==> src/rtl/ct_pkg.sv <==
package ct_pkg;

    localparam int SEL_W = 3;
    localparam int PRE_W = 8;

    localparam int ADR_CTRL  = 0;
    localparam int ADR_STAT  = 1;
    localparam int ADR_CNT   = 2;
    localparam int ADR_HOLD0 = 4;

    typedef enum logic [1:0] {
        EDGE_RISE  = 2'b00,
        EDGE_FALL  = 2'b01,
        EDGE_ANY   = 2'b10,
        EDGE_ANY_B = 2'b11
    } edge_mode_e;

    // divisor table, deliberately not all powers of two
    function automatic logic [PRE_W-1:0] ct_divisor(input logic [SEL_W-1:0] sel);
        case (sel)
            3'd0:    ct_divisor = 8'd1;
            3'd1:    ct_divisor = 8'd4;
            3'd2:    ct_divisor = 8'd16;
            3'd3:    ct_divisor = 8'd32;
            3'd4:    ct_divisor = 8'd64;
            3'd5:    ct_divisor = 8'd96;
            3'd6:    ct_divisor = 8'd112;
            default: ct_divisor = 8'd128;
        endcase
    endfunction

endpackage

==> src/rtl/ct_prescaler.sv <==
module ct_prescaler
    import ct_pkg::*;
(
    input  logic             clk,
    input  logic             rst_n,
    input  logic             run,
    input  logic [SEL_W-1:0] sel,
    output logic             tick
);

    typedef struct packed {
        logic [PRE_W-1:0] phase;
    } pre_state_t;

    pre_state_t       st_d, st_q;
    logic [PRE_W-1:0] limit;

    always_comb begin
        st_d  = st_q;
        limit = ct_divisor(sel) - PRE_W'(1);
        // ">=" keeps a shrinking divisor from running the phase all the way round
        tick  = run && (st_q.phase >= limit);
        if (!run || tick) begin
            st_d.phase = '0;
        end else begin
            st_d.phase = st_q.phase + PRE_W'(1);
        end
    end

    always_ff @(posedge clk or negedge rst_n) begin
        if (!rst_n) begin
            st_q <= '0;
        end else begin
            st_q <= st_d;
        end
    end

endmodule

==> src/rtl/ct_counter.sv <==
module ct_counter #(
    parameter int CNT_W = 24
) (
    input  logic             clk,
    input  logic             rst_n,
    input  logic             tick,
    output logic [CNT_W-1:0] value
);

    typedef struct packed {
        logic [CNT_W-1:0] cnt;
    } cnt_state_t;

    cnt_state_t st_d, st_q;

    always_comb begin
        st_d = st_q;
        if (tick) begin
            // natural wrap from all ones back to zero
            st_d.cnt = st_q.cnt + CNT_W'(1);
        end
        value = st_q.cnt;
    end

    always_ff @(posedge clk or negedge rst_n) begin
        if (!rst_n) begin
            st_q <= '0;
        end else begin
            st_q <= st_d;
        end
    end

endmodule

==> src/rtl/ct_channel.sv <==
module ct_channel
    import ct_pkg::*;
#(
    parameter int CNT_W = 24
) (
    input  logic             clk,
    input  logic             rst_n,
    input  logic             pin,
    input  logic             run,
    input  logic             tick,
    input  logic             en,
    input  logic [1:0]       mode,
    input  logic [CNT_W-1:0] cnt,
    input  logic             clr_flag,
    input  logic             clr_ovr,
    output logic             cap,
    output logic             flag,
    output logic             level,
    output logic             ovr,
    output logic [CNT_W-1:0] hold
);

    typedef struct packed {
        logic             sync1;
        logic             sync2;
        logic             prev;
        logic             flag;
        logic             level;
        logic             ovr;
        logic [CNT_W-1:0] hold;
    } ch_state_t;

    ch_state_t  st_d, st_q;
    edge_mode_e mode_e;
    logic       rise, fall, hit;

    always_comb begin
        st_d   = st_q;
        mode_e = edge_mode_e'(mode);

        rise = st_q.sync2 && !st_q.prev;
        fall = !st_q.sync2 && st_q.prev;
        case (mode_e)
            EDGE_RISE: hit = rise;
            EDGE_FALL: hit = fall;
            default:   hit = rise || fall;
        endcase

        cap = tick && en && hit;

        st_d.sync1 = pin;
        st_d.sync2 = st_q.sync1;
        // follow the pin while idle so that starting the counter gives no stale edge
        if (tick || !run) begin
            st_d.prev = st_q.sync2;
        end

        if (cap) begin
            st_d.hold  = cnt;
            st_d.level = st_q.sync2;
        end

        // a capture wins over a clear in the same cycle
        st_d.flag = cap || (st_q.flag && !clr_flag);
        st_d.ovr  = (cap && st_q.flag) || (st_q.ovr && !clr_ovr);

        flag  = st_q.flag;
        level = st_q.level;
        ovr   = st_q.ovr;
        hold  = st_q.hold;
    end

    always_ff @(posedge clk or negedge rst_n) begin
        if (!rst_n) begin
            st_q <= '0;
        end else begin
            st_q <= st_d;
        end
    end

endmodule

==> src/rtl/capture_timer.sv <==
module capture_timer
    import ct_pkg::*;
#(
    parameter int NUM_CH = 3,
    parameter int CNT_W  = 24,
    parameter int DATA_W = 32,
    parameter int ADDR_W = 3
) (
    input  logic              clk,
    input  logic              rst_n,
    input  logic [NUM_CH-1:0] cap_pin,
    input  logic              bus_wr,
    input  logic [ADDR_W-1:0] bus_addr,
    input  logic [DATA_W-1:0] bus_wdata,
    output logic [DATA_W-1:0] bus_rdata,
    output logic              irq
);

    localparam int SEL_LSB  = 1;
    localparam int EN_LSB   = SEL_LSB + SEL_W;
    localparam int IE_LSB   = EN_LSB + NUM_CH;
    localparam int MD_LSB   = IE_LSB + NUM_CH;
    localparam int LVL_LSB  = NUM_CH;
    localparam int OVR_LSB  = 2 * NUM_CH;
    localparam int STAT_W   = 3 * NUM_CH;
    localparam int HOLD_TOT = NUM_CH * CNT_W;

    localparam logic [ADDR_W-1:0] A_CTRL = ADDR_W'(ADR_CTRL);
    localparam logic [ADDR_W-1:0] A_STAT = ADDR_W'(ADR_STAT);
    localparam logic [ADDR_W-1:0] A_CNT  = ADDR_W'(ADR_CNT);

    typedef struct packed {
        logic [DATA_W-1:0] ctrl;
    } top_state_t;

    top_state_t st_d, st_q;

    logic                run;
    logic [SEL_W-1:0]    sel;
    logic [NUM_CH-1:0]   en_vec, ie_vec;
    logic                tick;
    logic [CNT_W-1:0]    cnt_val;
    logic [NUM_CH-1:0]   cap_vec, flag_vec, lvl_vec, ovr_vec;
    logic [NUM_CH-1:0]   clr_flag_vec, clr_ovr_vec;
    logic [HOLD_TOT-1:0] hold_flat;
    logic                stat_wr;

    // control register, next state
    always_comb begin
        st_d = st_q;
        if (bus_wr && bus_addr == A_CTRL) begin
            st_d.ctrl = bus_wdata;
        end
    end

    always_ff @(posedge clk or negedge rst_n) begin
        if (!rst_n) begin
            st_q <= '0;
        end else begin
            st_q <= st_d;
        end
    end

    assign run     = st_q.ctrl[0];
    assign sel     = st_q.ctrl[SEL_LSB +: SEL_W];
    assign en_vec  = st_q.ctrl[EN_LSB +: NUM_CH];
    assign ie_vec  = st_q.ctrl[IE_LSB +: NUM_CH];
    assign stat_wr = bus_wr && (bus_addr == A_STAT);

    ct_prescaler u_pre (
        .clk   (clk),
        .rst_n (rst_n),
        .run   (run),
        .sel   (sel),
        .tick  (tick)
    );

    ct_counter #(.CNT_W(CNT_W)) u_cnt (
        .clk   (clk),
        .rst_n (rst_n),
        .tick  (tick),
        .value (cnt_val)
    );

    for (genvar i = 0; i < NUM_CH; i++) begin : g_ch
        assign clr_flag_vec[i] = stat_wr && bus_wdata[i];
        assign clr_ovr_vec[i]  = stat_wr && bus_wdata[OVR_LSB + i];

        ct_channel #(.CNT_W(CNT_W)) u_ch (
            .clk      (clk),
            .rst_n    (rst_n),
            .pin      (cap_pin[i]),
            .run      (run),
            .tick     (tick),
            .en       (en_vec[i]),
            .mode     (st_q.ctrl[MD_LSB + 2*i +: 2]),
            .cnt      (cnt_val),
            .clr_flag (clr_flag_vec[i]),
            .clr_ovr  (clr_ovr_vec[i]),
            .cap      (cap_vec[i]),
            .flag     (flag_vec[i]),
            .level    (lvl_vec[i]),
            .ovr      (ovr_vec[i]),
            .hold     (hold_flat[i*CNT_W +: CNT_W])
        );
    end

    // read multiplexer
    always_comb begin
        bus_rdata = '0;
        if (bus_addr == A_CTRL) begin
            bus_rdata = st_q.ctrl;
        end else if (bus_addr == A_STAT) begin
            bus_rdata[STAT_W-1:0] = {ovr_vec, lvl_vec, flag_vec};
        end else if (bus_addr == A_CNT) begin
            bus_rdata[CNT_W-1:0] = cnt_val;
        end else begin
            for (int i = 0; i < NUM_CH; i++) begin
                if (bus_addr == ADDR_W'(ADR_HOLD0 + i)) begin
                    bus_rdata[CNT_W-1:0] = hold_flat[i*CNT_W +: CNT_W];
                end
            end
        end
    end

    assign irq = |(flag_vec & ie_vec);

endmodule

==> config.mk <==
export PLATFORM = sky130hd
export DESIGN_NAME = capture_timer
export DESIGN_NICKNAME = d
export VERILOG_FILES = /design/src/rtl/ct_pkg.sv /design/src/rtl/ct_prescaler.sv /design/src/rtl/ct_counter.sv /design/src/rtl/ct_channel.sv /design/src/rtl/capture_timer.sv
export SDC_FILE = /design/constraint.sdc
export NUM_CORES = 1
export LEC_CHECK = 0
export BUFFER_PORTS_ARGS = -buffer_cell sky130_fd_sc_hd__buf_2
export CAP_MARGIN = 20
export CORE_MARGIN = 2
export CORE_UTILIZATION = 32
export DETAILED_ROUTE_END_ITERATION = 10
export PLACE_DENSITY = 0.53
export SLEW_MARGIN = 25
export SYNTH_ARGS = -nofsm -noshare
export SYNTH_HDL_FRONTEND = slang
export SYNTH_SLANG_ARGS = --single-unit
==> constraint.sdc <==
create_clock -name clk -period 2.98 [get_ports clk]
set_clock_uncertainty 0.05 [all_clocks]
set_input_delay 0.447 -clock clk [delete_from_list [all_inputs] [get_ports clk]]
set_output_delay 0.447 -clock clk [all_outputs]
set_load 0.01 [all_outputs]
* Yosys cells after proc, flatten, opt, wreduce, memory -nomap -nowiden
Index checks and enable logic that the tools add are counted.
** Cells by class
- Add/sub/neg operators :: 3
- $lt $le $gt $ge :: 1
- Equality and inequality tests :: 14
- Multiplexer cells :: 13
- Bitwise gates (word level) :: 1
- Reductions and logical operators :: 59
** Operator list (count)
- $mux W24 :: 5
- $pmux W8 S7 :: 1
- $logic_and A1 B1 Y1 :: 30
- $add A24 B1 Y24 const B :: 1
- $eq A3 B3 Y1 const B :: 6
- $mux W8 :: 2
- $mux W15 :: 1
- $logic_not A1 Y1 :: 13
- $logic_or A1 B1 Y1 :: 10
- $eq A3 B2 Y1 const B :: 3
- $mux W9 :: 1
- $add A8 B1 Y8 const B :: 1
- $ge A8 B8 Y1 :: 1
- $sub A8 B1 Y8 const B :: 1
- $eq A2 B1 Y1 const B :: 3
- $eq A3 B1 Y1 const B :: 2
- $logic_not A2 Y1 :: 3
- $logic_not A3 Y1 :: 2
- $pmux W1 S2 :: 3
- $and A3 B3 Y3 :: 1
- $reduce_or A3 Y1 :: 1
** Storage, ports and cells
- Flip-flop bits (word level) :: 154
- Input port bits :: 41
- Output and inout port bits :: 33
- Word-level logic and storage cells :: 115

* Depth between registers and ports, before layout
- Depth after elaboration :: 9
- Depth in mapped cells :: 10
- Depth with buffers taken out :: 8

* By module
Synthesis repeated with hierarchy kept, for this count alone.
** Unflattened totals
- Cells, all modules :: 702
- Area total of the unflattened synthesis :: 8250.4 µm²
** By module, submodules not included
- ct_channel :: instances 3, cells an instance 96, area an instance 1351.3 µm²
- capture_timer :: instances 1, cells an instance 257, area an instance 2492.4 µm²
- ct_counter :: instances 1, cells an instance 90, area an instance 1083.5 µm²
- ct_prescaler :: instances 1, cells an instance 67, area an instance 620.6 µm²

* Worst setup path after synthesis
OpenSTA, ideal clock, no wires.
- Path type :: register to register
- Start point :: register st_q[3] (netlist bit)
- End point :: register g_ch[0].u_ch.st_q, in the netlist g_ch[0].u_ch.hold[10]
- Setup time :: 0.125 ns
- Arrival :: 2.233 ns
- Required time :: 2.805 ns
- Slack :: 0.572 ns
- Stages on the path, launching flop included :: 11
- Buffers on the path :: 2
- Clock period less this slack :: 2.408 ns
- Path through :: dfrtp_1 -> nor2_1 -> nand2_1 -> ha_1 -> nand2b_1 -> a2111oi_2 -> o31a_2 -> buf_6 -> nor2_4 -> buf_6 -> mux2_2
** Between the ends
- Longest elaborated chain between the ends :: 7
** Ends and longest elaborated chain
- start, declared :: RTL line capture_timer.sv:36 : top_state_t st_d, st_q;
- start signal, assigned :: RTL line capture_timer.sv:60 : st_q <= st_d;
- $eq A3 B3 Y1 (tied with other cells) :: RTL line ct_pkg.sv:20 : case (sel)
- $pmux W8 S7 (*) :: RTL line ct_pkg.sv:20
- $sub A8 B1 Y8 (*) :: RTL line ct_prescaler.sv:20 : limit = ct_divisor(sel) - PRE_W'(1);
- $ge A8 B8 Y1 (*) :: RTL line ct_prescaler.sv:22 : tick = run && (st_q.phase >= limit);
- $logic_and A1 B1 Y1 (*) :: RTL line ct_prescaler.sv:22
- $logic_and A1 B1 Y1 (*) (2 in series) :: RTL line ct_channel.sv:49 : cap = tick && en && hit;
- end signal, assigned :: RTL line ct_channel.sv:77 : st_q <= st_d;
- end, declared :: RTL line ct_channel.sv:33 : ch_state_t st_d, st_q;
Mark *: on every way between the ends. The rest lies on a longest branch, timed or not.
A chain may end at the register's enable or synchronous reset.

* Worst setup path in the final report
- Start point :: register st_q[3] (netlist bit)
- End point :: register g_ch[0].u_ch.st_q, in the netlist g_ch[0].u_ch.hold[7]
The elaborated chain is that of the path after synthesis.

==> metrics.md <==
| Metric | Value |
|---|---|
| Total met2 wirelength after detailed routing | `9032 µm` |
| Routed via count divided by cell count | `4.988` |
| Transition time at the pin with the least slew margin | `approximately 0.72 ns` |
| Sum of net half-perimeters after detailed placement | `13,330 µm` |
| Normalized max-slew margin | `51.48%` |
| Total core area | `23,260 µm²` |
| Number of register bits inferred by synthesis | `154` |
| Worst setup SP type | `flop` |
| Post-place instance area | `around 8300 µm²` |
| Number of buffers created by CTS | `17` |
| Fillers | `between 2,000 and 2,500` |
| Die width | `between 150 and 200 µm` |
| Setup repair bufs after CTS | `0` |
| Leakage dissipation | `roughly 4.2 nW` |
| Total met3 wirelength after detailed routing | `a little over 700 µm` |
| Leftover overflow at the end of global routing | `0` |
| Drt initial violations | `284` |
| Mean Syn Cell Area | `11.86 µm²` |
| Count of endpoints failing hold in the final timing report | `0` |
| Post-route cell area | `8871 µm²` |
| Starting utilization of the core area | `32.38%` |
| Commonest cells after routing, fill and taps aside | `sky130_fd_sc_hd__dfrtp_1 (154), sky130_fd_sc_hd__mux2_2 (119), sky130_fd_sc_hd__buf_2 (72)` |
| Crit path kind | `reg -> reg` |
| Maximum count of clock buffers along a single path | `2` |
| Net count of the mapped netlist | `692` |
| Peak VDD IR | `0.3514 mV` |
| CTS Root Cell | `sky130_fd_sc_hd__clkbuf_16` |
| Count of input and output buffers | `73` |
| Setup repair after global routing missed its margin | `no` |
| Total Routed Length | `around 19,000 µm` |
| Total power density per cell area | `about 570 nW/µm²` |
| Setup total negative slack | `0 ns` |
| TritonCTS clock tree | `built` |
| Syn-to-layout area delta | `17.75%` |
| Antenna viol nets, final | `0` |
| Uppermost routed layer | `met4` |
| Number of violations of the max-capacitance limit | `0` |
| Synth Cell Area | `7533 µm²` |
| GP Congestion | `0.8567` |
| Distinct cell type count of the synthesized netlist | `47` |
| Dominant register cell in the synthesized netlist | `sky130_fd_sc_hd__dfrtp_1` |
| Register Area | `3854 µm²` |
| Global-route usage over all layers | `16.32%` |
| Die Outline Area | `24,790 µm²` |
| Number of sinks on the clock net | `154` |
| Sequential cell area fraction in the yosys report | `51.15%` |
| Post-Route Utilization | `38.13%` |
| Layout Cells excl Fill | `1,034` |
| Final worst path period need | `2.747 ns` |
| Chip height | `157.4 µm` |
| Required arrival time at the worst endpoint | `~3.2 ns` |
| Classification of the worst-slack hold path | `in -> reg` |
| Site row count | `56` |
| Residual DRC count | `0` |
| Net count of the finished layout | `761` |
| Critical Path AT | `3.00 ns` |
| Total vias in the final route | `5,158` |
| Final antenna diode count | `0` |
| Pre-Repair DR Iteration Count | `5` |
| Depth of the CTS H-tree | `4` |
| Number of synthesized flops with an enable pin | `0` |
| Number of global-route vias before repair | `5,431` |
| Cells after DPL | `1,003` |
| Clock Pin Slew Worst Setup and Hold Paths | `0.06 ns` |
| Met1 WL | `a little over 9000 µm` |
| Slew Viols, Final | `0` |
| Number of warnings reported in the yosys synthesis log | `0` |
| Maximum clock frequency | `364.0 MHz` |
| Clock latency of the later-clocked register in the worst-skew pair | `0.42 ns` |
| Number of antenna violations at the first check in global routing | `0` |
| Gate count after technology mapping | `635` |
| CP max FO | `19` |
| Largest net degree at the start of global routing | `59` |
| WL per Instance | `18.54 µm` |
| Endpoint type of the worst setup path | `flop` |
| Final setup violation count | `0` |
| Run status | `completed` |
| Global-route wire length before repair | `30,620 µm` |
| Worst hold-check slack | `0.08005 ns` |
| Number of primary I/O pins | `74` |
| Share of layout cells above drive strength 1 | `35.10%` |
| Period Utilization, post-route | `between 90% and 100%` |
| Post-synth ARST share | `100.0%` |
| Area used by multi-input combinational logic | `3417 µm²` |
| Most common library cell in the layout ignoring fill and taps | `sky130_fd_sc_hd__dfrtp_1` |
-- state kept, by name, indices dropped and copies added (netlist names) --
register         cells
g_ch.u_ch.st_d       3
u_cnt.value         24
g_ch.u_ch.st_q       6
st_q                32
g_ch.u_ch.hold      72
g_ch.u_ch.flag       3
u_pre.st_q           8
g_ch.u_ch.ovr        3
g_ch.u_ch.level      3
-- per-stage QoR --
| step | setup slack, ns | total power, mW |
|---|---|---|
| floorplan | 0.5721 | 2.684 |
| finish | 0.2329 | 5.063 |
| CTS | 0.2433 | 5.128 |
| global route | 0.02542 | 5.293 |
| detailed placement | 0.2566 | 2.949 |
| global placement | 0.3072 | 2.930 |
-- layer usage --
layer / up-vias / track usage (%)
li1: 2397 / -
met1: 2634 / 21.66
met2: 106 / 26.10
met3: 21 / 4.102
met4: 0 / 5.325
met5: - / 0
-- synth_stat cells (2+ instances only) --
| library cell | count | area [µm²] |
|---|---|---|
| sky130_fd_sc_hd__nand3_1 | 11 | 55.05 |
| sky130_fd_sc_hd__and4_1 | 3 | 26.28 |
| sky130_fd_sc_hd__o221ai_1 | 7 | 61.31 |
| sky130_fd_sc_hd__nor2_1 | 21 | 78.83 |
| sky130_fd_sc_hd__ha_1 | 16 | 200.2 |
| sky130_fd_sc_hd__a21oi_1 | 6 | 30.03 |
| sky130_fd_sc_hd__o2111ai_1 | 3 | 26.28 |
| sky130_fd_sc_hd__inv_1 | 11 | 41.29 |
| sky130_fd_sc_hd__a22oi_1 | 15 | 112.6 |
| sky130_fd_sc_hd__or4b_1 | 2 | 20.02 |
| sky130_fd_sc_hd__xor2_1 | 8 | 70.07 |
| sky130_fd_sc_hd__dfrtp_1 | 154 | 3854 |
| sky130_fd_sc_hd__o21ai_0 | 32 | 160.2 |
| sky130_fd_sc_hd__a22o_1 | 3 | 26.28 |
| sky130_fd_sc_hd__a21o_1 | 3 | 22.52 |
| sky130_fd_sc_hd__clkbuf_1 | 22 | 82.58 |
| sky130_fd_sc_hd__and3_1 | 7 | 43.79 |
| sky130_fd_sc_hd__a211oi_1 | 2 | 15.01 |
| sky130_fd_sc_hd__nor3_1 | 3 | 15.01 |
| sky130_fd_sc_hd__buf_4 | 4 | 30.03 |
| sky130_fd_sc_hd__nor2b_1 | 3 | 18.77 |
| sky130_fd_sc_hd__buf_1 | 5 | 18.77 |
| sky130_fd_sc_hd__clkbuf_2 | 2 | 10.01 |
| sky130_fd_sc_hd__nand4_1 | 15 | 93.84 |
| sky130_fd_sc_hd__xnor2_1 | 21 | 183.9 |
| sky130_fd_sc_hd__buf_6 | 3 | 33.78 |
| sky130_fd_sc_hd__o21a_1 | 2 | 15.01 |
| sky130_fd_sc_hd__and2_1 | 12 | 75.07 |
| sky130_fd_sc_hd__nor2_2 | 2 | 12.51 |
| sky130_fd_sc_hd__nand2_1 | 58 | 217.7 |
| sky130_fd_sc_hd__mux2i_1 | 36 | 360.4 |
| sky130_fd_sc_hd__buf_2 | 10 | 50.05 |
| sky130_fd_sc_hd__mux2_2 | 119 | 1340 |
-- critical path: stages (launching register included) --
cell and delay, ns:
sky130_fd_sc_hd__dfrtp_1 0.44, sky130_fd_sc_hd__nor2_1 0.16, sky130_fd_sc_hd__nand2_1 0.10, sky130_fd_sc_hd__ha_1 0.27, sky130_fd_sc_hd__nand2b_1 0.16, sky130_fd_sc_hd__a2111oi_2 0.41
sky130_fd_sc_hd__o31a_2 0.41, sky130_fd_sc_hd__nor2_4 0.07, sky130_fd_sc_hd__buf_4 0.25, sky130_fd_sc_hd__mux2_2 0.30
-- report_power, final --
group | total, mW | internal (mW) | leakage (nW) | switching, mW
Sequential | 2.37 | 2.22 | 2.07 | 0.145
Combinational | 0.538 | 0.249 | 1.87 | 0.289
Clock | 2.16 | 1.33 | 0.280 | 0.830
Total | 5.06 | 3.80 | 4.22 | 1.26
-- worst paths after layout --
check,cells after the start,to,from,slack [ns]
setup / recovery,9,g_ch[0].u_ch.hold[7]$_DFFE_PN0P_,st_q[3]$_DFFE_PN0P_,0.23
hold / removal,1,g_ch[2].u_ch.st_d[28]$_DFF_PN0_,cap_pin[2],0.08
setup reg to reg,9,g_ch[0].u_ch.hold[7]$_DFFE_PN0P_,st_q[3]$_DFFE_PN0P_,0.23
hold reg to reg,0,g_ch[1].u_ch.st_q[28]$_DFF_PN0_,g_ch[1].u_ch.st_d[28]$_DFF_PN0_,0.30
max in group asynchronous,3,g_ch[1].u_ch.hold[7]$_DFFE_PN0P_,rst_n,1.63
min in group asynchronous,2,st_q[17]$_DFFE_PN0P_,rst_n,0.46
-- timing repair --
item	CTS	global route
hold endpoints to repair	32	0
endpoints found under the setup margin	0	0
hold buffers	1	0
gates resized for setup	0	0
-- final cells by class --
type	instances	share of cell area (%)
sequential	154	43.44
clock inverter	8	1.368
tap	319	4.499
multi-input combinational	424	38.52
clock buffer	22	5.120
timing repair buffer	96	6.587
inverter	11	0.4654
-- cells by family after synthesis --
logic type,after synthesis,share of synthesized area (%)
AND/OR/NAND/NOR,146,9.866
other,1,0.04978
multiplexers,155,22.57
buffers and inverters,57,3.538
XOR/XNOR,29,3.372
adder cells (fa/ha/maj),16,2.657
AO/OA/AOI/OAI,77,6.793
flip-flops,154,51.15
No activity file was read; power rests on OpenSTA's default activity.
